## src/rtl/brmw_pkg.sv

```systemverilog
package brmw_pkg;
  localparam int BYTE_W = 8;
  localparam int OP_W   = 3;

  localparam logic [OP_W-1:0] OPC_AND  = 3'd0;
  localparam logic [OP_W-1:0] OPC_OR   = 3'd1;
  localparam logic [OP_W-1:0] OPC_XOR  = 3'd2;
  localparam logic [OP_W-1:0] OPC_TEST = 3'd3;
  localparam logic [OP_W-1:0] OPC_TAS  = 3'd4;

  localparam logic [BYTE_W-1:0] TAS_MARK = 8'h80;

  typedef enum logic [2:0] {
    ST_IDLE,
    ST_RD,
    ST_RSP,
    ST_WR,
    ST_DONE
  } rmw_state_e;

  typedef struct packed {
    logic [BYTE_W-1:0] nbyte;
    logic              wr_need;
    logic              t_upd;
    logic              t_val;
  } rmw_result_t;
endpackage

```

## src/rtl/brmw_addr_gen.sv

```systemverilog
module brmw_addr_gen
  import brmw_pkg::*;
#(
  parameter int ADDR_W = 32,
  parameter int LANES  = 4
) (
  input  logic [OP_W-1:0]   op,
  input  logic [ADDR_W-1:0] base,
  input  logic [ADDR_W-1:0] index,
  output logic [ADDR_W-1:0] addr,
  output logic [LANES-1:0]  be
);
  localparam int SEL_W = (LANES > 1) ? $clog2(LANES) : 1;

  logic [ADDR_W-1:0] base_sel;

  // TAS addresses through one register only; the others add the index.
  assign base_sel = (op == OPC_TAS) ? '0 : base;
  assign addr     = base_sel + index;

  generate
    if (LANES == 1) begin : g_single_lane
      assign be = '1;
    end else begin : g_lanes
      for (genvar g = 0; g < LANES; g++) begin : g_lane
        assign be[g] = (addr[SEL_W-1:0] == SEL_W'(g));
      end
    end
  endgenerate
endmodule

```

## src/rtl/brmw_alu.sv

```systemverilog
module brmw_alu
  import brmw_pkg::*;
(
  input  logic [OP_W-1:0]   op,
  input  logic [BYTE_W-1:0] imm,
  input  logic [BYTE_W-1:0] rdata,
  output rmw_result_t       res
);
  always_comb begin
    res.nbyte   = rdata;
    res.wr_need = 1'b0;
    res.t_upd   = 1'b0;
    res.t_val   = 1'b0;
    unique case (op)
      OPC_AND: begin
        res.nbyte   = rdata & imm;
        res.wr_need = 1'b1;
      end
      OPC_OR: begin
        res.nbyte   = rdata | imm;
        res.wr_need = 1'b1;
      end
      OPC_XOR: begin
        res.nbyte   = rdata ^ imm;
        res.wr_need = 1'b1;
      end
      OPC_TEST: begin
        res.t_upd = 1'b1;
        res.t_val = ((rdata & imm) == '0);
      end
      OPC_TAS: begin
        res.nbyte   = rdata | TAS_MARK;
        res.wr_need = 1'b1;
        res.t_upd   = 1'b1;
        res.t_val   = (rdata == '0);
      end
      default: ;
    endcase
  end
endmodule

```

## src/rtl/brmw_seq.sv

```systemverilog
module brmw_seq
  import brmw_pkg::*;
(
  input  logic clk,
  input  logic rst_n,
  input  logic cmd_valid,
  input  logic req_ready,
  input  logic rsp_valid,
  input  logic wr_need,
  output logic cmd_ready,
  output logic req_valid,
  output logic req_write,
  output logic rsp_ready,
  output logic lock,
  output logic done_o
);
  rmw_state_e state_q, state_d;

  always_comb begin
    state_d = state_q;
    unique case (state_q)
      ST_IDLE: if (cmd_valid) state_d = ST_RD;
      ST_RD:   if (req_ready) state_d = ST_RSP;
      ST_RSP:  if (rsp_valid) state_d = wr_need ? ST_WR : ST_DONE;
      ST_WR:   if (req_ready) state_d = ST_DONE;
      ST_DONE: state_d = ST_IDLE;
      default: state_d = ST_IDLE;
    endcase
  end

  always_ff @(posedge clk) begin
    if (!rst_n) state_q <= ST_IDLE;
    else        state_q <= state_d;
  end

  assign cmd_ready = (state_q == ST_IDLE);
  assign req_valid = (state_q == ST_RD) || (state_q == ST_WR);
  assign req_write = (state_q == ST_WR);
  assign rsp_ready = (state_q == ST_RSP);
  assign lock      = (state_q == ST_RD) || (state_q == ST_RSP) || (state_q == ST_WR);
  assign done_o    = (state_q == ST_DONE);
endmodule

```

## src/rtl/byte_rmw_engine.sv

```systemverilog
module byte_rmw_engine
  import brmw_pkg::*;
#(
  parameter int ADDR_W = 32,
  parameter int LANES  = 4
) (
  input  logic              clk,
  input  logic              rst_n,
  input  logic              cmd_valid,
  output logic              cmd_ready,
  input  logic [OP_W-1:0]   cmd_op,
  input  logic [BYTE_W-1:0] cmd_imm,
  input  logic [ADDR_W-1:0] cmd_base,
  input  logic [ADDR_W-1:0] cmd_index,
  output logic              mem_req_valid,
  input  logic              mem_req_ready,
  output logic              mem_req_write,
  output logic [ADDR_W-1:0] mem_req_addr,
  output logic [LANES-1:0]  mem_req_be,
  output logic [BYTE_W-1:0] mem_req_wdata,
  input  logic              mem_rsp_valid,
  output logic              mem_rsp_ready,
  input  logic [BYTE_W-1:0] mem_rsp_data,
  output logic              bus_lock,
  output logic              done,
  output logic              t_we,
  output logic              t_flag,
  output logic [BYTE_W-1:0] res_byte
);
  logic [OP_W-1:0]   op_q;
  logic [BYTE_W-1:0] imm_q;
  logic [ADDR_W-1:0] addr_q, addr_c;
  logic [LANES-1:0]  be_q, be_c;
  rmw_result_t       res_c, res_q;
  logic              cmd_fire, rsp_fire;

  brmw_addr_gen #(.ADDR_W(ADDR_W), .LANES(LANES)) u_addr (
    .op    (cmd_op),
    .base  (cmd_base),
    .index (cmd_index),
    .addr  (addr_c),
    .be    (be_c)
  );

  brmw_alu u_alu (
    .op    (op_q),
    .imm   (imm_q),
    .rdata (mem_rsp_data),
    .res   (res_c)
  );

  brmw_seq u_seq (
    .clk       (clk),
    .rst_n     (rst_n),
    .cmd_valid (cmd_valid),
    .req_ready (mem_req_ready),
    .rsp_valid (mem_rsp_valid),
    .wr_need   (res_c.wr_need),
    .cmd_ready (cmd_ready),
    .req_valid (mem_req_valid),
    .req_write (mem_req_write),
    .rsp_ready (mem_rsp_ready),
    .lock      (bus_lock),
    .done_o    (done)
  );

  assign cmd_fire = cmd_valid & cmd_ready;
  assign rsp_fire = mem_rsp_valid & mem_rsp_ready;

  always_ff @(posedge clk) begin
    if (!rst_n) begin
      op_q   <= '0;
      imm_q  <= '0;
      addr_q <= '0;
      be_q   <= '0;
      res_q  <= '0;
    end else begin
      if (cmd_fire) begin
        op_q   <= cmd_op;
        imm_q  <= cmd_imm;
        addr_q <= addr_c;
        be_q   <= be_c;
      end
      if (rsp_fire) res_q <= res_c;
    end
  end

  assign mem_req_addr  = addr_q;
  assign mem_req_be    = be_q;
  assign mem_req_wdata = res_q.nbyte;
  assign res_byte      = res_q.nbyte;
  assign t_we          = done & res_q.t_upd;
  assign t_flag        = t_we & res_q.t_val;
endmodule

```

## config.mk

```make
export PLATFORM = sky130hd
export DESIGN_NAME = byte_rmw_engine
export DESIGN_NICKNAME = d
export VERILOG_FILES = /design/src/rtl/brmw_pkg.sv /design/src/rtl/brmw_addr_gen.sv /design/src/rtl/brmw_alu.sv /design/src/rtl/brmw_seq.sv /design/src/rtl/byte_rmw_engine.sv
export SDC_FILE = /design/constraint.sdc
export NUM_CORES = 1
export LEC_CHECK = 0
export ABC_CLOCK_PERIOD_IN_PS = 5700
export BUFFER_PORTS_ARGS = -buffer_cell sky130_fd_sc_hd__buf_2
export CORE_MARGIN = 4
export CORE_UTILIZATION = 33
export CTS_CLUSTER_SIZE = 16
export DETAILED_ROUTE_END_ITERATION = 7
export PLACE_DENSITY_LB_ADDON = 0.2
export REMOVE_ABC_BUFFERS = 1
export SYNTH_ARGS = -nofsm -noshare
export SYNTH_HDL_FRONTEND = slang
export SYNTH_HIERARCHICAL = 1
export SYNTH_SLANG_ARGS = --single-unit
```

## constraint.sdc

```tcl
create_clock -name clk -period 5.7 [get_ports clk]
set_input_delay 1.14 -clock clk [delete_from_list [all_inputs] [get_ports clk]]
set_output_delay 1.14 -clock clk [all_outputs]
set_load 0.005 [all_outputs]
```

==> results of run 1 <==
layout make-up:
class	count	share of cell area (%)
Multi-Input combinational cell	519	57.1
Sequential cell	60	19.3
Timing Repair Buffer	154	12.7
Tap cell	216	4.34
Clock buffer	12	4.12
Inverter	28	1.69
Clock inverter	4	0.764
cell usage in the layout, fill, tap and decap left out, types with 3 or more instances in the layout:
cell type and count:
clkbuf_16 9, a21o_1 18, o21ai_2 30, nand4_1 62, nor2_1 23, dfxtp_1 60
nand2b_1 10, nor2b_1 39, inv_1 28, buf_4 8, o21ai_1 29, mux2i_1 4
o21ai_0 16, buf_2 146, a31oi_1 3, xor2_1 10, xnor2_1 20, nor3_1 10
nand2_1 80, o211ai_1 6, and2_1 4, nand3_1 7, ha_1 47, nor3b_1 5
o21a_1 8, a21oi_1 30, a211oi_1 5
routing by layer:
metal / share of wire (%) / global-route usage, % / vias to the layer above / wire (um)
met5: 0 / 0 / - / 0
met4: 1.1 / 4.54 / 0 / 159
met3: 5.2 / 2.72 / 12 / 755
met2: 44 / 24.3 / 130 / 6360
met1: 50 / 22.9 / 2201 / 7320
li1: - / - / 2609 / -
flip-flops by register name, indices dropped and copies added (netlist names):
| signal | count |
|---|---|
| op_q | 3 |
| res_q | 2 |
| mem_req_addr | 32 |
| imm_q | 8 |
| mem_req_be | 4 |
| mem_req_wdata | 8 |
| u_seq/state_q | 3 |
worst register-to-register path: stages, from the launching register on:
cell and delay (ns):
dfxtp_1 0.39, nor3_2 0.23, buf_4 0.37, and2_4 0.73, o21ai_1 0.17
cell families after synthesis:
family	after synthesis
AO/OA/AOI/OAI	179
XOR/XNOR	30
flip-flops	60
AND/OR/NAND/NOR	257
adder cells (fa/ha/maj)	48
buffers and inverters	96
multiplexers	5
worst max path at each step:
stage               slack, ns  depth (start not counted)      start          endpoint
finish                   1.43                         15  cmd_op[1]  mem_req_addr[30]
detailed placement       0.96                         14  cmd_op[1]  mem_req_addr[30]
CTS                      1.30                         15  cmd_op[1]  mem_req_addr[30]
floorplan                0.41                         14  cmd_op[1]  mem_req_addr[31]
global route             0.99                         15  cmd_op[1]  mem_req_addr[30]
global placement         1.07                         15  cmd_op[1]  mem_req_addr[30]
power breakdown:
group | internal (uW) | switching (uW)
sequential | 460 | 29.6
combinational | 214 | 287
clock | 361 | 202
stage by stage:
stage                     utilization [%]  cell area, um^2  cells  setup slack [ns]
after floorplan                         -             4850    607             0.412
after global placement               37.4             5920    977              1.07
after detailed placement             37.4             5920    977             0.960
after CTS                            39.3             6220    993              1.30
after global routing                 39.3             6220    993             0.991
final                                39.3             6220    993              1.43
==> impl_metrics.yaml, run 1 <==
synthesis:
  syn_avg_cell_area_um2: 7.88
  seq_area_frac_synth_pct: 22.6
  synth_mux_area_share_pct: 0.965
  synth-compound-area-share_pct: 23.6
  synth_seq_cells: 60
  yosys.area_share.adder_pct: 11.4
  yosysTopAreaCellShare_pct: 22.6
  ys_warn_count: 6
  synth_cell_types: 67
  synth_edf_count: 0
  synth_largest_area_cell: "dfxtp_1"
  ys_top_cells_by_count: "nand2_1 (80), nand4_1 (62), dfxtp_1 (60)"
  ys.flop_type: "dfxtp_1"
  ys_top_cells_by_area: "dfxtp_1 (23%), ha_1 (11%), nand4_1 (7.3%)"
  synth_top_family_by_area: "simple AND/OR/NAND/NOR gates"
  syn_inst: 675
  synth.most_common_cell: "nand2_1"
  synth_xor_area_share_pct: 4.94
  syn_area_um2: 5320
  synth-simple-area-share_pct: 25.6
  async_reset_ff_share_pct: 0
job:
  cap_violations: 0
cells_and_area:
  antenna_cells: 0
  layout-drive-gt1-share_pct: 27.3
  area_delta_synth_final_pct: 17.0
  multi_input_area_um2: 3550
  register_area_um2: 1200
  n_fill_cell: 1697
  nets: 908
sta:
  slew-limit-headroom_pct: 49.5
  clock_skew_ns: 0.00804
  setup_viol: 0
  totalNegativeSetupSlack_ns: 0
  period_needed_ns: 4.27
  hold_viol: 0
  maxSlewViolCount: 0
  holdWs_ns: 0.445
  fmax_mhz: 234
  rsz0062_at_grt: "false"
  tightest_slew_ns: 0.758
  period_share_pct: 75.0
global_routing:
  grt_overflow: 0
  antenna_found_initial: 0
  grt_pass1_vias: 4707
  grt_max_degree: 76
  grt_pass1_wl_um: 23600
  track_usage_pct: 15.9
floorplanning:
  ios: 148
  die_h_um: 135
  start_util_pct: 33.6
  std_cell_rows: 46
  chipWidth_um: 135
  coreArea_um2: 15800
  die_area_um2: 18200
clocking:
  ctsResizeCount: 0
  root_buffer: "clkbuf_16"
  cts_hold_buf: 0
  ctsHtreeMaxLevel: 3
  path_clk_slew_ns: 0.05
  clkLatencyLatePin_ns: 0.34
  clock_sinks: 60
  cts_buffer_depth: 2
  cts_buffers: 9
  cts_tree: "done"
  post-cts-setup-buffers: 0
drt:
  drtAntennaViolNets: 0
  first_pass_iters: 5
  drt-vias-per-instance: 4.99
  dr_total_vias: 4952
  drt_iter0_drc: 303
  wl_per_cell_um: 14.7
  drt_wl_total_um: 14600
  drc: 0
critical_path:
  worstRegToRegCells: 4
  crit_buf_inv: 2
  worst_setup_path_end_kind: "flip-flop"
  regToRegStartpoint: "u_seq/state_q[1]"
  critPathRequiredTime_ns: 5.97
  cp-start-kind: "input pin"
  max_stage_delay_ns: 0.52
  reg2reg_to: "op_q[2]"
  critPathTopFamily: "compound AO/OA/AOI/OAI gates"
  critPathMostFrequentCell: "nor2b_1"
  criticalPathCategory: "in -> reg"
  r2r_slack_ns: 3.66
  worst-path-max-fanout: 31
  worstPathArrival_ns: 4.54
  path_cells: "buf_2 -> nor3b_2 -> buf_4 -> nor2b_1 -> ha_1 -> nor2b_1 -> o211ai_1 -> a21boi_1 -> o311ai_1 -> o21ai_1 -> a41oi_1 -> o31a_1 -> xnor2_1 -> nand4_1 -> o21ai_2"
  cp_slowest_cell: "a41oi_1"
hold_path:
  hold_depth: 2
  worstHoldEndpoint: "mem_req_addr[4]"
  min_path_type: "reg -> reg"
  hold_path_startpoint: "mem_req_addr[4]"
pwr:
  total_power_uw: 1550
  ir_drop_v: 0.000141
  p_leak_uw: 0.00282
  power_density_nw_per_um2: 250
placed_design:
  io_buffers: 147
  hpwl_um: 10800
  gp_congestion: 0.833
status:
  status: "completed"
(Power assumes the default switching activity.)
==> run 2, diff against run 1 <==
- ABC_AREA: not set -> 1
- ABC_CLOCK_PERIOD_IN_PS: 5700 -> 3800
- clock period: 5.7 -> 3.8 ns (I/O delays scaled with it)
==> impl_metrics.yaml, run 2 <==
drt:
  drt-vias-per-instance: 4.26
  drtAntennaViolNets: 0
  first_pass_iters: 5
  wl_per_cell_um: 11.6
  drt_iter0_drc: 274
  drc: 0
  drt_wl_total_um: 16900
  dr_total_vias: 6220
critical_path:
  worstPathArrival_ns: 3.08
  max_stage_delay_ns: 0.37
  regToRegStartpoint: "u_seq/state_q[1]"
  worstRegToRegCells: 6
  worst_setup_path_end_kind: "flip-flop"
  criticalPathCategory: "in -> reg"
  crit_buf_inv: 3
  cp_slowest_cell: "ha_1"
  r2r_slack_ns: 1.93
  cp-start-kind: "input pin"
  path_cells: "buf_2 -> nor2_1 -> nand2_1 -> inv_1 -> buf_4 -> nor2_1 -> ha_1 -> or2_1 -> nand3_1 -> nand2_1 -> nand2_1 -> nand2_1 -> nand2_1 -> nand2_1 -> nand2_1 -> nand2_1 -> nor2_1 -> nor2_1"
  critPathMostFrequentCell: "nand2_1"
  reg2reg_to: "op_q[2]"
  critPathTopFamily: "simple AND/OR/NAND/NOR gates"
  critPathRequiredTime_ns: 4.03
  path_depth: 18
  worst-path-max-fanout: 29
synthesis:
  synth_edf_count: 0
  synth_largest_area_cell: "nand2_1"
  seq_area_frac_synth_pct: 20.1
  async_reset_ff_share_pct: 0
  synth_seq_cells: 60
  yosysTopAreaCellShare_pct: 24.5
  ys_top_cells_by_count: "nand2_1 (391), inv_1 (236), nor2_1 (206)"
  ys_top_cells_by_area: "nand2_1 (25%), dfxtp_1 (20%), inv_1 (15%)"
  syn_avg_cell_area_um2: 5.41
  synth_cell_types: 29
  syn_inst: 1107
  synth.most_common_cell: "nand2_1"
  syn_area_um2: 5980
  ys_warn_count: 6
  ys.flop_type: "dfxtp_1"
pwr:
  ir_drop_v: 0.000251
  pwr-share-seq_pct: 28.2
  power.internal_uw: 1910
  p_leak_uw: 0.00458
  power_switching_uw: 1380
  comb_power_share_pct: 45.4
  swShare_pct: 41.9
  power_density_nw_per_um2: 464
  clockPowerShare_pct: 26.4
placed_design:
  placed_area_um2: 6770
  hpwl_um: 13400
  io_buffers: 147
  gp_congestion: 0.915
cells_and_area:
  final_common_cell: "nand2_1"
  n_fill_cell: 1994
  multi_input_area_um2: 3630
  register_area_um2: 1200
  area_delta_synth_final_pct: 18.2
  fin_area_um2: 7070
  nets: 1365
  largest_reg_flops: 32
  antenna_cells: 0
  layout-drive-gt1-share_pct: 15.1
  final_cell_mix: "nand2_1 (390), inv_1 (236), nor2_1 (206)"
sta:
  totalNegativeSetupSlack_ns: 0
  maxSlewViolCount: 0
  clock_skew_ns: 0.00555
  rsz0062_at_grt: "false"
  period_needed_ns: 2.85
  period_share_pct: 75.0
  hold_viol: 0
  tightest_slew_ns: 0.993
  fmax_mhz: 351
  setup_viol: 0
  slew-limit-headroom_pct: 33.8
global_routing:
  grt_overflow: 0
  track_usage_pct: 16.9
  antenna_found_initial: 0
  grt_pass1_wl_um: 28100
  grt_pass1_vias: 5973
  grt_max_degree: 95
clocking:
  ctsHtreeMaxLevel: 3
  clock_sinks: 60
  cts_buffer_depth: 2
  cts_buffers: 9
  root_buffer: "clkbuf_16"
  cts_tree: "done"
  post-cts-setup-buffers: 0
  path_clk_slew_ns: 0.06
  clkLatencyLatePin_ns: 0.34
  ctsResizeCount: 0
  cts_hold_buf: 0
floorplanning:
  std_cell_rows: 48
  start_util_pct: 34.1
  coreArea_um2: 17500
  chipWidth_um: 143
  die_area_um2: 20400
  die_h_um: 143
  ios: 148
hold_path:
  worstHoldEndpoint: "mem_req_addr[4]"
  min_path_type: "reg -> reg"
  hold_depth: 4
  hold_path_startpoint: "mem_req_addr[4]"
job:
  cap_violations: 0
status:
  status: "completed"
run 2: cell count changes after synthesis, sizes merged, moves of 34 or more:
cell,change
nand4,-49
inv,+211
nor2b,-39
nand2,+318
o21ai,-73
nor2,+189
nand3,+34
run 2: per-layer routing:
metal	global-route usage, %	up-vias	routed length, um
li1	-	3463	-
met1	22.9	2606	8340
met2	27.6	132	7450
met3	2.04	19	727
met4	6.20	0	361
met5	0	-	0
run 2: worst max path at each step:
stage               startpoint                to
finish               cmd_op[1]  mem_req_addr[29]
global route         cmd_op[1]  mem_req_addr[21]
CTS                  cmd_op[1]  mem_req_addr[29]
detailed placement   cmd_op[1]  mem_req_addr[29]
global placement     cmd_op[1]  mem_req_addr[26]
floorplan            cmd_op[1]  mem_req_addr[28]
run 2: power by group through the flow:
stage | logic [uW] | clock network [uW] | registers [uW]
after CTS | 1520 | 893 | 927
after detailed placement | 1510 | 0 | 941
after global placement | 1500 | 0 | 939
after global routing | 1740 | 914 | 955
final | 1490 | 868 | 925
after floorplan | 1010 | 0 | 938
run 2: per-stage QoR:
step,util (%),total power [uW],hold slack [ns],setup WS (ns),instances
after global routing,40.3,3610,0.541,0.668,1459
after CTS,40.3,3340,0.507,0.952,1459
final,40.3,3280,0.506,0.949,1459
after detailed placement,38.6,2450,0.496,0.598,1443
after global placement,38.6,2440,0.498,0.582,1443
after floorplan,-,1950,0.489,0.937,1068
run 2: cell type report:
class	instances	share of cell area (%)
multi-input combinational	769	51.3
inverter	239	12.7
clock inverter	4	0.672
clock buffer	12	3.63
tap	225	3.98
timing repair buffer	150	10.7
sequential	60	17.0
run 2: worst reg2reg max path: cells and delay by family, from the launching register on:
kind,cells,cell delay (ns)
and+or+nand+nor,5,1.28
DFF,1,0.37
buffers and inverters,1,0.12
run 2: cells by family (layout without fill, tap and decap cells):
| group | Yosys count | in the layout | synth area share [%] |
|---|---|---|---|
| compound gates | 29 | 29 | 2.72 |
| fa+ha+maj | 48 | 48 | 10.2 |
| xor+xnor | 15 | 15 | 2.20 |
| simple gates | 677 | 677 | 45.5 |
| flops | 60 | 60 | 20.1 |
| buf+inv | 278 | 405 | 19.4 |
